## config.mk

```make
export PLATFORM = sky130hd
export DESIGN_NAME = dual_mode_timer
export DESIGN_NICKNAME = d
export VERILOG_FILES = /design/src/rtl/dmt_pkg.sv /design/src/rtl/dmt_tick_gen.sv /design/src/rtl/dmt_mode_reg.sv /design/src/rtl/dmt_cpu_timer.sv /design/src/rtl/dual_mode_timer.sv
export SDC_FILE = /design/constraint.sdc
export NUM_CORES = 1
export LEC_CHECK = 0
export BUFFER_PORTS_ARGS = -buffer_cell sky130_fd_sc_hd__buf_2
export CORE_MARGIN = 1
export CORE_UTILIZATION = 55
export CTS_CLUSTER_DIAMETER = 30
export DETAILED_ROUTE_END_ITERATION = 7
export GPL_TIMING_DRIVEN = 0
export PLACE_DENSITY = 0.79
export SYNTH_ARGS = -nofsm -noshare
export SYNTH_HDL_FRONTEND = slang
export SYNTH_SLANG_ARGS = --single-unit
```

## constraint.sdc

```tcl
create_clock -name clk_i -period 4.7 [get_ports clk_i]
set_input_delay 0.705 -clock clk_i [delete_from_list [all_inputs] [get_ports clk_i]]
set_output_delay 0.705 -clock clk_i [all_outputs]
set_load 0.05 [all_outputs]
```

## src/rtl/dmt_pkg.sv

```systemverilog
package dmt_pkg;
  localparam int PER_W = 54;  // count bits above bit 9 of the 64-bit value
  localparam int CTR_W = 22;  // count bits used in counter mode
  localparam int LO_W  = 23;  // period bits held in the low word

  localparam logic [4:0] OFF_HI    = 5'h00;
  localparam logic [4:0] OFF_LO    = 5'h04;
  localparam logic [4:0] OFF_NORST = 5'h08;
  localparam logic [4:0] OFF_RUN   = 5'h0C;
  localparam logic [4:0] OFF_MODE  = 5'h10;

  typedef struct packed {
    logic        wr_hi;
    logic        wr_lo;
    logic        wr_norst;
    logic        wr_run;
    logic        rd_hi;
    logic [31:0] wdata;
  } dmt_cmd_t;
endpackage

```

## src/rtl/dmt_tick_gen.sv

```systemverilog
module dmt_tick_gen #(
  parameter int DIV = 50
) (
  input  logic clk_i,
  input  logic rst_ni,
  output logic tick_o
);
  localparam int CW = (DIV > 1) ? $clog2(DIV) : 1;
  logic [CW-1:0] cnt_q;

  assign tick_o = (cnt_q == CW'(DIV - 1));

  always_ff @(posedge clk_i or negedge rst_ni) begin
    if (!rst_ni)     cnt_q <= '0;
    else if (tick_o) cnt_q <= '0;
    else             cnt_q <= cnt_q + 1'b1;
  end
endmodule

```

## src/rtl/dmt_mode_reg.sv

```systemverilog
module dmt_mode_reg #(
  parameter int N = 2
) (
  input  logic         clk_i,
  input  logic         rst_ni,
  input  logic         wr_i,
  input  logic [N-1:0] wdata_i,
  output logic [N-1:0] mode_o,
  output logic [N-1:0] to_user_o,
  output logic [N-1:0] to_ctr_o
);
  logic [N-1:0] mode_q;

  assign mode_o    = mode_q;
  assign to_user_o = {N{wr_i}} & wdata_i & ~mode_q;
  assign to_ctr_o  = {N{wr_i}} & ~wdata_i & mode_q;

  always_ff @(posedge clk_i or negedge rst_ni) begin
    if (!rst_ni)   mode_q <= '0;
    else if (wr_i) mode_q <= wdata_i;
  end
endmodule

```

## src/rtl/dmt_cpu_timer.sv

```systemverilog
module dmt_cpu_timer
  import dmt_pkg::*;
(
  input  logic        clk_i,
  input  logic        rst_ni,
  input  logic        tick_i,
  input  logic        user_i,
  input  logic        enter_user_i,
  input  logic        enter_ctr_i,
  input  dmt_cmd_t    cmd_i,
  output logic [31:0] rd_hi_o,
  output logic [31:0] rd_lo_o,
  output logic        run_o,
  output logic        reached_o,
  output logic        irq_o
);
  logic [PER_W-1:0] cnt_q, cnt_inc, lim_eff;
  logic [CTR_W-1:0] lim_q;
  logic             run_q, reached_q, irq_q, hit;

  always_comb begin
    if (user_i)          lim_eff = '1;
    else if (lim_q == '0) lim_eff = PER_W'({CTR_W{1'b1}});
    else                 lim_eff = PER_W'(lim_q);
  end

  assign cnt_inc = cnt_q + PER_W'(1);
  assign hit     = (cnt_inc >= lim_eff);  // also catches a limit lowered below the count

  always_ff @(posedge clk_i or negedge rst_ni) begin
    if (!rst_ni) begin
      cnt_q     <= '0;
      lim_q     <= '0;
      run_q     <= 1'b1;
      reached_q <= 1'b0;
      irq_q     <= 1'b0;
    end else if (enter_user_i) begin
      cnt_q <= '0;
      run_q <= 1'b0;
      irq_q <= 1'b0;
    end else if (enter_ctr_i) begin
      cnt_q <= '0;
      run_q <= 1'b1;
    end else begin
      if (tick_i && run_q) begin
        if (hit) begin
          cnt_q     <= '0;
          reached_q <= 1'b1;
          if (!user_i) irq_q <= 1'b1;
        end else begin
          cnt_q <= cnt_inc;
        end
      end
      if (user_i) begin
        if (cmd_i.wr_hi)  cnt_q[PER_W-1:LO_W] <= cmd_i.wdata[30:0];
        if (cmd_i.wr_lo)  cnt_q[LO_W-1:0]     <= cmd_i.wdata[31:9];
        if (cmd_i.wr_run) run_q               <= cmd_i.wdata[0];
      end else begin
        if (cmd_i.wr_hi) begin
          lim_q <= cmd_i.wdata[30:9];
          cnt_q <= '0;
          irq_q <= 1'b0;
        end
        if (cmd_i.wr_norst) lim_q <= cmd_i.wdata[30:9];
        if (cmd_i.rd_hi) begin
          reached_q <= 1'b0;
          irq_q     <= 1'b0;
        end
      end
    end
  end

  assign rd_hi_o   = user_i ? {reached_q, cnt_q[PER_W-1:LO_W]} : {1'b0, lim_q, 9'b0};
  assign rd_lo_o   = user_i ? {cnt_q[LO_W-1:0], 9'b0} : {reached_q, cnt_q[CTR_W-1:0], 9'b0};
  assign run_o     = run_q;
  assign reached_o = reached_q;
  assign irq_o     = irq_q;
endmodule

```

## src/rtl/dual_mode_timer.sv

```systemverilog
module dual_mode_timer
  import dmt_pkg::*;
#(
  parameter int N_CPU    = 2,
  parameter int TICK_DIV = 50,
  localparam int WW      = $clog2(N_CPU + 1)
) (
  input  logic             clk_i,
  input  logic             rst_ni,
  input  logic             wr_i,
  input  logic             rd_i,
  input  logic [WW-1:0]    win_i,
  input  logic [4:0]       off_i,
  input  logic [31:0]      wdata_i,
  output logic [31:0]      rdata_o,
  output logic [N_CPU-1:0] irq_o
);
  logic             tick;
  logic             mode_wr;
  logic [N_CPU-1:0] mode_q, to_user, to_ctr, run_w, reach_w;
  logic [31:0]      hi_w [N_CPU];
  logic [31:0]      lo_w [N_CPU];

  dmt_tick_gen #(.DIV(TICK_DIV)) u_tick (
    .clk_i  (clk_i),
    .rst_ni (rst_ni),
    .tick_o (tick)
  );

  assign mode_wr = wr_i && (win_i == '0) && (off_i == OFF_MODE);

  dmt_mode_reg #(.N(N_CPU)) u_mode (
    .clk_i     (clk_i),
    .rst_ni    (rst_ni),
    .wr_i      (mode_wr),
    .wdata_i   (wdata_i[N_CPU-1:0]),
    .mode_o    (mode_q),
    .to_user_o (to_user),
    .to_ctr_o  (to_ctr)
  );

  for (genvar i = 0; i < N_CPU; i++) begin : g_cpu
    logic     sel;
    dmt_cmd_t cmd;

    assign sel          = (win_i == WW'(i + 1));
    assign cmd.wr_hi    = wr_i && sel && (off_i == OFF_HI);
    assign cmd.wr_lo    = wr_i && sel && (off_i == OFF_LO);
    assign cmd.wr_norst = wr_i && sel && (off_i == OFF_NORST);
    assign cmd.wr_run   = wr_i && sel && (off_i == OFF_RUN);
    assign cmd.rd_hi    = rd_i && sel && (off_i == OFF_HI);
    assign cmd.wdata    = wdata_i;

    dmt_cpu_timer u_tmr (
      .clk_i        (clk_i),
      .rst_ni       (rst_ni),
      .tick_i       (tick),
      .user_i       (mode_q[i]),
      .enter_user_i (to_user[i]),
      .enter_ctr_i  (to_ctr[i]),
      .cmd_i        (cmd),
      .rd_hi_o      (hi_w[i]),
      .rd_lo_o      (lo_w[i]),
      .run_o        (run_w[i]),
      .reached_o    (reach_w[i]),
      .irq_o        (irq_o[i])
    );
  end

  always_comb begin
    rdata_o = '0;
    if (win_i == '0) begin
      if (off_i == OFF_MODE) rdata_o[N_CPU-1:0] = mode_q;
    end else begin
      for (int i = 0; i < N_CPU; i++) begin
        if (win_i == WW'(i + 1)) begin
          case (off_i)
            OFF_HI:  rdata_o = hi_w[i];
            OFF_LO:  rdata_o = lo_w[i];
            OFF_RUN: rdata_o = {31'b0, run_w[i]};
            default: rdata_o = '0;
          endcase
        end
      end
    end
  end
endmodule

```

# After elaboration in Yosys (flattened, before gate mapping)
# Cells that the tools add are included.
[op_classes] add_sub_neg=3 n_mul=0 n_div=0 n_lt_le_gt_ge=2 eq_ne=9 shifts=0 n_mux=68 bitwise=12 n_reduce_logical=34
[op_table] op="54-bit 2-to-1 mux" count=14
[op_table] op="32-bit 2-to-1 mux" count=6
[op_table] op="32-bit case mux with 3 select lines" count=2
[op_table] op="22-bit 2-to-1 mux" count=6
[op_table] op="54-bit by 1-bit adder with 54-bit output, second input constant" count=2
[op_table] op="54-bit greater-or-equal comparator" count=2
[op_table] op="31-bit 2-to-1 mux" count=2
[op_table] op="23-bit 2-to-1 mux" count=2
[op_table] op="22-bit logical NOT" count=2
[op_table] op="1-bit 2-to-1 mux" count=32
[op_table] op="30-bit 2-to-1 mux" count=1
[op_table] op="1-bit logical AND" count=18
[op_table] op="3-bit nonzero test" count=4
[op_table] op="5-bit by 4-bit equality test with 1-bit output, second input constant" count=2
[op_table] op="2-bit AND" count=4
[op_table] op="2-bit AND reduction" count=4
[op_table] op="4-bit AND reduction" count=2
[op_table] op="6-bit by 1-bit adder with 6-bit output, second input constant" count=1
[op_table] op="6-bit equality test, second input constant" count=1
[op_table] op="6-bit 2-to-1 mux" count=1
[op_table] op="1-bit inverter" count=6
[op_table] op="5-bit by 3-bit equality test with 1-bit output, second input constant" count=1
[op_table] op="5-bit equality test, second input constant" count=1
[op_table] op="5-bit logical NOT" count=1
[op_table] op="7 further kinds" count=11
[word_totals] reg_bits=166 latchBits=0 ram_bits=0 rom_bits=0 input_bits=43 word_cells=140 mem_count=0

# Longest topological paths before layout
# Gate-level depths: netlist of the first run.
[depth] word_depth=11 mapped_depth=20 ltp_nobuf=17

# Modules after synthesis
# A second synthesis of the first run with hierarchy kept.
[unflattened] cells_unflattened=1756 area_unflattened_um2=15026.9
[modules_own_cells] module="dmt_cpu_timer (g_cpu[1].u_tmr)" instances=1 cells_per_inst=794 area_per_inst_um2=6695.2
[modules_own_cells] module="dmt_cpu_timer (g_cpu[0].u_tmr)" instances=1 cells_per_inst=778 area_per_inst_um2=6665.1
[modules_own_cells] module="dual_mode_timer" instances=1 cells_per_inst=150 area_per_inst_um2=1268.7
[modules_own_cells] module="dmt_tick_gen" instances=1 cells_per_inst=26 area_per_inst_um2=285.3
[modules_own_cells] module="dmt_mode_reg" instances=1 cells_per_inst=8 area_per_inst_um2=112.6

# Worst setup path after synthesis of the first run
# Ideal clock, no wire load.
[synth_timing] path_type="flip-flop to flip-flop" from="reg g_cpu[1].u_tmr.cnt_q[29]" to="reg g_cpu[1].u_tmr.cnt_q[13]" setup_time_ps=142 arrival_ps=4291 required_time_ps=4558 path_slack_ps=268 stages_incl_launch_ff=19 path_buffers=2 synth_period_minus_slack_ps=4432 cell_sequence="dfrtp_1 buf_2 nand4_1 or2_1 or4_4 nor3_4 nand3_1 nor2_1 xor2_1 ha_1 nand4_1 or4_4 nor3_4 nand4_1 o221ai_2 nor3_2 buf_6 a222oi_1 a211oi_1"
[synth_via] elab_chain_cells=8 elab_cells_between_ends=9 classes_between="add/sub: 1; order compare: 1; mux: 7"
[synth_rtl] element="start: declaration" line="dmt_cpu_timer.sv:17" rtl="logic [PER_W-1:0] cnt_q, cnt_inc, lim_eff;"
[synth_rtl] element="start signal: assignment" line="dmt_cpu_timer.sv:51" rtl="cnt_q <= cnt_inc;"
[synth_rtl] element="start signal: indexed assignment" line="dmt_cpu_timer.sv:55" rtl="if (cmd_i.wr_hi) cnt_q[PER_W-1:LO_W] <= cmd_i.wdata[30:0];"
[synth_rtl] element="start signal: indexed assignment" line="dmt_cpu_timer.sv:56" rtl="if (cmd_i.wr_lo) cnt_q[LO_W-1:0] <= cmd_i.wdata[31:9];"
[synth_rtl] element="54-bit by 1-bit adder with 54-bit output *" line="dmt_cpu_timer.sv:27" rtl="assign cnt_inc = cnt_q + PER_W'(1);"
[synth_rtl] element="54-bit greater-or-equal comparator *" line="dmt_cpu_timer.sv:28" rtl="assign hit = (cnt_inc >= lim_eff);"
[synth_rtl] element="54-bit 2-to-1 mux *" line="dmt_cpu_timer.sv:46" rtl="if (hit) begin"
[synth_rtl] element="54-bit 2-to-1 mux *" line="dmt_cpu_timer.sv:45" rtl="if (tick_i && run_q) begin"
[synth_rtl] element="54-bit 2-to-1 mux or 23-bit 2-to-1 mux (tied branches)" line="dmt_cpu_timer.sv:59, dmt_cpu_timer.sv:56"
[synth_rtl] element="54-bit 2-to-1 mux *" line="dmt_cpu_timer.sv:54" rtl="if (user_i) begin"
[synth_rtl] element="54-bit 2-to-1 mux *" line="dmt_cpu_timer.sv:41" rtl="end else if (enter_ctr_i) begin"
[synth_rtl] element="54-bit 2-to-1 mux *" line="dmt_cpu_timer.sv:37" rtl="end else if (enter_user_i) begin"
# Mark *: on every way between the ends. The rest lies on a longest branch, timed or not.
# A chain may end at the register's enable or synchronous reset.

# Worst setup path after layout of the first run
[layout_timing] from="reg g_cpu[1].u_tmr.cnt_q[31]" to="reg g_cpu[1].u_tmr.cnt_q[25]"
[layout_via] elab_chain_cells=8 elab_cells_between_ends=9 classes_between="add/sub: 1; order compare: 1; mux: 7"
[layout_rtl] element="54-bit by 1-bit adder with 54-bit output *" line="dmt_cpu_timer.sv:27"
[layout_rtl] element="54-bit greater-or-equal comparator *" line="dmt_cpu_timer.sv:28"
[layout_rtl] element="54-bit 2-to-1 mux *" line="dmt_cpu_timer.sv:46"
[layout_rtl] element="54-bit 2-to-1 mux *" line="dmt_cpu_timer.sv:45"
[layout_rtl] element="54-bit 2-to-1 mux or 31-bit 2-to-1 mux (tied branches)" line="dmt_cpu_timer.sv:59, dmt_cpu_timer.sv:55"
[layout_rtl] element="54-bit 2-to-1 mux *" line="dmt_cpu_timer.sv:54"
[layout_rtl] element="54-bit 2-to-1 mux *" line="dmt_cpu_timer.sv:41"
[layout_rtl] element="54-bit 2-to-1 mux *" line="dmt_cpu_timer.sv:37"
# Marked as above.

==> results of run 1 <==
[metal layers]
| metal | vias up | global-route usage, % | wire [um] |
|---|---|---|---|
| li1 | 6684 | - | - |
| met1 | 7440 | 57.2 | 22200 |
| met2 | 1222 | 58.3 | 22900 |
| met3 | 201 | 10.9 | 7840 |
| met4 | 2 | 18.0 | 2810 |
| met5 | - | 0 | 13 |
[repair_timing]
item	in CTS	in global routing
setup endpoints to repair	114	112
gates resized for setup	60	163
buffers inserted	15	48
pin swaps	17	55
endpoints found under the hold margin	0	0
gates cloned	1	6
[layout make-up]
type | instances | area share, %
multi-input cells | 1409 | 59.7
flip-flops and latches | 166 | 24.8
repair buffers | 144 | 5.76
plain buffers | 113 | 3.59
clock buffers | 19 | 2.63
well taps | 330 | 2.45
clock inverters | 13 | 0.675
inverters | 16 | 0.401
repair inverters | 1 | 0.0297
[final timing paths]
check | slack, ps | cells past startpoint | startpoint | end
setup reg to reg | -70 | 19 | g_cpu[1].u_tmr.cnt_q[31] | g_cpu[1].u_tmr.cnt_q[25]
max in group asynchronous | 3520 | 2 | rst_ni | g_cpu[0].u_tmr.cnt_q[25]
hold reg to reg | 500 | 1 | u_tick.cnt_q[0] | u_tick.cnt_q[0]
setup / recovery | -70 | 19 | g_cpu[1].u_tmr.cnt_q[31] | g_cpu[1].u_tmr.cnt_q[25]
hold / removal | 190 | 1 | rst_ni | g_cpu[1].u_tmr.lim_q[2]
min in group clk_i | 500 | 1 | u_tick.cnt_q[0] | u_tick.cnt_q[0]
[state kept, by name (all words and copies together), names as in the netlist]
signal	count
g_cpu.u_tmr.cnt_q	108
g_cpu.u_tmr.irq_o	2
g_cpu.u_tmr.lim_q	44
g_cpu.u_tmr.reached_o	2
g_cpu.u_tmr.run_o	2
u_mode.mode_o	2
u_tick.cnt_q	6
[per-stage QoR]
step                      utilization [%]  area [um^2]
after global placement               59.6        15100
after global routing                 66.6        16900
final                                66.6        16900
after CTS                            63.4        16100
after detailed placement             59.8        15100
after floorplan                         -        14300
[worst max-delay path, delay by kind of cell, from the launching register on]
family,cells,cell delay [ps]
AOI/OAI and AO/OA,3,440
xor gates and xnor gates,1,120
adders and majority gates,1,330
buffers and inverters,4,570
DFF,1,440
and+or+nand+nor,10,2740
[cells in the final DEF (no fill, tap or decap), drive strengths merged, types with 44 or more instances in the layout]
cell    netlist  final
a21oi        66     66
o21ai       154    154
buf          45    188
nand3        72     72
xor2         54     54
nand2       198    198
mux2         44     44
dfrtp       164    164
a22oi        46     46
xnor2        96     96
nand4        57     57
nor2        152    152
clkbuf       81     88
ha          112    112
mux2i        49     49
[power by group]
part | internal (W) | switching [W] | total, W
clock network | 0.000708 | 0.000693 | 0.00140
logic | 0.000411 | 0.000769 | 0.00118
registers | 0.00149 | 0.0000981 | 0.00159
[kinds of logic (layout without fill, tap and decap cells)]
group,Yosys count,count (layout),share of synthesized area (%)
buffers and inverters,142,306,4.12
AND/OR/NAND/NOR,622,622,21.3
adder cells (fa/ha/maj),112,112,9.78
flip-flops,166,166,29.0
multiplexers,93,93,6.88
AO/OA/AOI/OAI,432,432,19.7
XOR/XNOR,150,150,9.17
==> flow_summary.rst, run 1 <==
.. list-table::
   :header-rows: 1

   * - Metric
     - Value
   * - Critical path's largest stage delay
     - 580 ps
   * - Number of antenna violations at the first check in global routing
     - 1
   * - FILL cells
     - 2048
   * - Peak VDD IR
     - 251 uV
   * - Total instance count after detailed placement
     - 2122
   * - Number of enable flip-flop cells after synthesis
     - 0
   * - Arrival time at the worst endpoint
     - 5100 ps
   * - Worst setup EP type
     - register
   * - Final Hold Slack
     - 191 ps
   * - Router iterations before antenna repair
     - 8
   * - Fraction of layout cells with a size suffix above 1
     - 20.5%
   * - Critical-path top delay cell
     - sky130_fd_sc_hd__or4_4
   * - Vias in the first global route
     - 14077
   * - Ranking of synthesized cells by area
     - sky130_fd_sc_hd__dfrtp_1 (29%), sky130_fd_sc_hd__ha_1 (9.8%), sky130_fd_sc_hd__xnor2_1 (5.9%), sky130_fd_sc_hd__nand2_1 (5.2%), sky130_fd_sc_hd__o21ai_0 (5.0%)
   * - Total chip power
     - 0.00417 W
   * - Cell count after synthesis
     - 1717
   * - Syn Std Cell Area
     - 0.0143 mm^2
   * - Grt total ovfl
     - 0
   * - Post-DP HPWL
     - 40500 um
   * - H-tree depth reported by CTS
     - 4
   * - Sink Count
     - 166
   * - Clock buffers created by TritonCTS
     - 17
   * - Initial Utilization
     - 56.6%
   * - Average footprint of a synthesized cell
     - 8.34 um^2
   * - Number of top-level pins
     - 77
   * - Die area
     - 0.0267 mm^2
   * - Warnings from Yosys
     - 0
   * - Number of storage elements in the synthesis netlist
     - 166
   * - Vertical die dimension
     - 163 um
   * - Number of library cell types mapped by synthesis
     - 77
   * - Final setup violating endpoints
     - 28
   * - Async set or reset register ratio after synthesis
     - 100%
   * - Leakage power of the design
     - 7.63 nW
   * - Pins Over Slew Limit
     - 0
   * - Global-route usage over all layers
     - 40.8%
   * - Headroom to the max-slew limit
     - 3.40%
   * - Setup Skew
     - 13.2 ps
   * - Wire length reported by the detailed router
     - 55700 um
   * - Wirelength per Cell
     - 25.2 um
   * - Type of the tightest min-delay check
     - input pin to asynchronous set/reset pin
   * - Final Instance Count excl. Fillers
     - 2211
   * - Time the final worst path needs with I/O delays and setup
     - 4770 ps
   * - Worst-Margin Slew
     - 1440 ps
   * - Clock slew seen by the registers of the worst setup and hold paths
     - 80 ps
   * - Violations in the final reports
     - DRC, setup timing
   * - Predominant post-synthesis flop cell
     - sky130_fd_sc_hd__dfrtp_1
   * - Biggest area consumer among synthesized cells
     - sky130_fd_sc_hd__dfrtp_1
   * - Residual antenna-violating net count after detailed routing
     - 0
   * - RSZ-0062 raised after global routing
     - true
   * - Count leader, synth
     - sky130_fd_sc_hd__nand2_1
   * - CP Data Required Time
     - 5030 ps
   * - Status
     - finished, violations left
   * - Achievable Freq
     - 210 MHz
   * - Ranking of synthesized cells by instance count
     - sky130_fd_sc_hd__nand2_1 (198), sky130_fd_sc_hd__dfrtp_1 (164), sky130_fd_sc_hd__nor2_1 (149)
   * - Hold Violations, Final
     - 0
   * - Largest driver fanout on the critical path
     - 6
   * - Maximum clock insertion buffer count
     - 2
   * - Weighted congestion reported at the end of routability-driven placement
     - 1.06
   * - Syn-to-layout area delta
     - 17.8%
   * - Portion of the post-synthesis area used by sequential elements
     - 29.0%
   * - Count of hold-fix buffers inserted at cts
     - 0
   * - Crit path setup slack, layout
     - -71.4 ps
   * - Fin Setup TNS
     - -659 ps
   * - FF/Latch Area
     - 0.00418 mm^2
   * - Post-layout nets
     - 2023
   * - Tcrit/Tclk final
     - 102%
   * - Worst setup timing slack at the placement stage
     - -1970 ps
   * - Standard-cell rows
     - 58
   * - Die Wd
     - 163 um
   * - # Max-Cap Violations
     - 0
   * - Global-route wire length before repair
     - 81700 um
   * - Total DRC errors in the routed layout
     - 2
   * - Clock root cell
     - sky130_fd_sc_hd__clkbuf_16
   * - Portion of synthesized cell area occupied by the leading cell type
     - 28.7%
   * - CTS tree
     - yes
   * - Synthesized Nets
     - 1872
   * - Launching element type of the critical path
     - register
   * - Footprint of the multi-input gates
     - 0.0101 mm^2
   * - Via density
     - 7.03
   * - Critical Path, Cell by Cell
     - nand4_1 > or2_4 > or4_4 > nor3_4 > nand3_4 > buf_6 > xnor2_2 > ha_1 > nand4_1 > or4_4 > nor3_4 > nand4_1 > o221ai_4 > buf_6 > o21ai_4 > nand2_4 > buf_6 > buf_8 > o21ai_2
   * - Maximum number of pins on one net before global-route repair
     - 101
   * - Worst-skew pair later-pin latency
     - 450 ps
   * - Violation count after the first detailed-routing iteration
     - 2348
   * - Total of buffers placed on input and output ports
     - 74
   * - Setup CP Type
     - register to register
   * - Count of antenna diodes in the layout
     - 0
   * - Core Region
     - 0.0253 mm^2
   * - Cell area power density
     - 248 mW/mm^2
   * - Via count of the routed design
     - 15549
Note: power is estimated with default switching activity, not from simulation.
==> run 2, diff against run 1 <==
--- a/config.mk
+++ b/config.mk
@@ -10,7 +10,6 @@
 export CORE_UTILIZATION = 55
 export CTS_CLUSTER_DIAMETER = 30
 export DETAILED_ROUTE_END_ITERATION = 7
-export GPL_TIMING_DRIVEN = 0
 export PLACE_DENSITY = 0.79
 export SYNTH_ARGS = -nofsm -noshare
 export SYNTH_HDL_FRONTEND = slang
==> flow_summary.rst, run 2 (same netlist as run 1, synthesis figures left out) <==
.. list-table::
   :header-rows: 1

   * - Metric
     - Value
   * - Clock root cell
     - sky130_fd_sc_hd__clkbuf_16
   * - Hold Violations, Final
     - 0
   * - Finished Cell Area
     - 0.0167 mm^2
   * - Wirelength per Cell
     - 23.8 um
   * - Violations in the final reports
     - DRC
   * - Largest driver fanout on the critical path
     - 6
   * - Status
     - finished, violations left
   * - Weighted congestion reported at the end of routability-driven placement
     - 1.01
   * - Via count of the routed design
     - 15191
   * - Final Hold Slack
     - 375 ps
   * - Count of hold-fix buffers inserted at cts
     - 0
   * - Sink Count
     - 166
   * - Tcrit/Tclk final
     - 96.6%
   * - Critical Path, Cell by Cell
     - nand4_1 > or2_1 > or4_4 > nor3_4 > nand3_4 > nor2_2 > xnor2_1 > ha_1 > nand4_1 > or4_4 > nor3_4 > nand4_1 > o221ai_2 > nor3_4 > buf_4 > a222oi_1 > a211oi_1
   * - Vertical die dimension
     - 163 um
   * - Post-place instance area
     - 0.0158 mm^2
   * - Arrival time at the worst endpoint
     - 4810 ps
   * - Pins Over Slew Limit
     - 0
   * - Internal power summed over all cells
     - 0.00262 W
   * - # Max-Cap Violations
     - 0
   * - Worst-skew pair later-pin latency
     - 450 ps
   * - Setup Skew
     - 17.9 ps
   * - Global-route usage over all layers
     - 38.5%
   * - Maximum number of pins on one net before global-route repair
     - 98
   * - Share of power burned in registers
     - 37.8%
   * - Time the final worst path needs with I/O delays and setup
     - 4540 ps
   * - Logic gate share of total power
     - 27.9%
   * - Clock slew seen by the registers of the worst setup and hold paths
     - 80 ps
   * - Violation count after the first detailed-routing iteration
     - 2203
   * - Biggest registers after layout
     - g_cpu.u_tmr.cnt_q: 108 flops, g_cpu.u_tmr.lim_q: 44 flops, u_tick.cnt_q: 6 flops
   * - Most common library cell in the layout ignoring fill and taps
     - sky130_fd_sc_hd__nand2_1
   * - H-tree depth reported by CTS
     - 4
   * - Router iterations before antenna repair
     - 8
   * - Residual antenna-violating net count after detailed routing
     - 0
   * - Syn-to-layout area delta
     - 16.8%
   * - Global-route wire length before repair
     - 78300 um
   * - Total of buffers placed on input and output ports
     - 76
   * - Fin Setup TNS
     - 0 ps
   * - Wire length reported by the detailed router
     - 52500 um
   * - Critical path buffer and inverter count
     - 1
   * - Number of top-level pins
     - 77
   * - Flip-flop count of the largest register after layout
     - 108
   * - Switching power
     - 0.00151 W
   * - Worst-Margin Slew
     - 1120 ps
   * - Maximum clock insertion buffer count
     - 2
   * - Peak VDD IR
     - 254 uV
   * - Critical path's largest stage delay
     - 570 ps
   * - Post-layout nets
     - 2017
   * - Setup CP Type
     - register to register
   * - Launching element type of the critical path
     - register
   * - Post-DP HPWL
     - 38600 um
   * - Headroom to the max-slew limit
     - 25.2%
   * - Clock buffers created by TritonCTS
     - 17
   * - Final setup violating endpoints
     - 0
   * - Critical-path top delay cell
     - sky130_fd_sc_hd__or4_4
   * - Worst setup EP type
     - register
   * - Standard-cell rows
     - 58
   * - Commonest cells after routing, fill and taps aside
     - sky130_fd_sc_hd__nand2_1 (196), sky130_fd_sc_hd__buf_4 (169), sky130_fd_sc_hd__dfrtp_1 (163)
   * - Register ranked first by flip-flop count
     - g_cpu.u_tmr.cnt_q
   * - Type of the tightest min-delay check
     - input pin to asynchronous set/reset pin
   * - Achievable Freq
     - 220 MHz
   * - Initial Utilization
     - 56.6%
   * - Die area
     - 0.0267 mm^2
   * - Die Wd
     - 163 um
   * - CP Data Required Time
     - 4970 ps
   * - Cell area power density
     - 247 mW/mm^2
   * - Total chip power
     - 0.00413 W
   * - Core Region
     - 0.0253 mm^2
   * - Number of antenna violations at the first check in global routing
     - 0
   * - Clock power share
     - 34.3%
   * - Fraction of power spent switching nets
     - 36.6%
   * - CTS tree
     - yes
   * - Grt total ovfl
     - 0
   * - Fraction of layout cells with a size suffix above 1
     - 20.5%
   * - Total DRC errors in the routed layout
     - 1
   * - Leakage power of the design
     - 7.78 nW
   * - Cell family contributing the most delay on the critical path
     - simple AND/OR/NAND/NOR gates
   * - Count of antenna diodes in the layout
     - 0
   * - Via density
     - 6.89
   * - Vias in the first global route
     - 13954
run 2: changes by cell type in the layout (fill, tap and decap cells not counted), moves of 5 or more:
cell,change
sky130_fd_sc_hd__buf_1,-13
sky130_fd_sc_hd__buf_2,-15
sky130_fd_sc_hd__buf_4,+109
sky130_fd_sc_hd__buf_6,-15
sky130_fd_sc_hd__buf_8,-6
sky130_fd_sc_hd__clkbuf_1,-62
sky130_fd_sc_hd__dfrtp_1,+18
sky130_fd_sc_hd__dfrtp_2,-18
sky130_fd_sc_hd__nand3_1,+5
sky130_fd_sc_hd__nor2_1,+5
sky130_fd_sc_hd__o21ai_0,+30
sky130_fd_sc_hd__o21ai_1,-15
sky130_fd_sc_hd__o21ai_2,-15
run 2: per-stage QoR:
stage               instances  util, %  setup WS (ps)
floorplan                1717        -            268
global placement         2157     62.6          -37.9
detailed placement       2157     62.6          -54.7
CTS                      2189     64.9           19.2
global route             2205     66.0          -57.5
finish                   2205     66.0            160
run 2: path summary, 6_finish.rpt:
path | startpoint | to | slack [ps] | cells after the start
max in group asynchronous | rst_ni | g_cpu[1].u_tmr.cnt_q[12] | 3120 | 2
worst max-delay path | g_cpu[1].u_tmr.cnt_q[30] | g_cpu[1].u_tmr.cnt_q[22] | 160 | 17
worst max register to register | g_cpu[1].u_tmr.cnt_q[30] | g_cpu[1].u_tmr.cnt_q[22] | 160 | 17
worst min-delay path | rst_ni | g_cpu[1].u_tmr.lim_q[5] | 380 | 1
min in group clk_i | g_cpu[1].u_tmr.irq_o | g_cpu[1].u_tmr.irq_o | 500 | 1
worst min register to register | g_cpu[1].u_tmr.irq_o | g_cpu[1].u_tmr.irq_o | 500 | 1
run 2: final cells by class:
class                   count  area (um^2)
flip-flops and latches    166         4160
fillers                  2043         8600
repair buffers            252         1800
clock buffers              18          429
inverters                  16         60.1
well taps                 330          413
multi-input cells        1409         9730
clock inverters            14          136
run 2: what timing repair did:
item | in CTS | in global routing
endpoints found under the setup margin | 53 | 101
buffers inserted | 0 | 14
gates resized for setup | 5 | 31
pin swaps | 2 | 15
cloned | 0 | 2
run 2: per-layer routing:
metal  vias up  GRT usage, %  share of wire [%]
met5         -             0                  0
met4         0          17.0                4.7
met3       184          8.76                 12
met2      1034          56.6                 43
met1      7308          53.5                 40
li1       6665             -                  -
run 2: power groups by stage:
stage / registers [W] / clock network, W / logic (W)
floorplan: 0.00157 / 0 / 0.000657
global placement: 0.00158 / 0 / 0.00105
detailed placement: 0.00159 / 0 / 0.00108
CTS: 0.00156 / 0.00141 / 0.00109
global route: 0.00157 / 0.00147 / 0.00123
finish: 0.00156 / 0.00142 / 0.00115
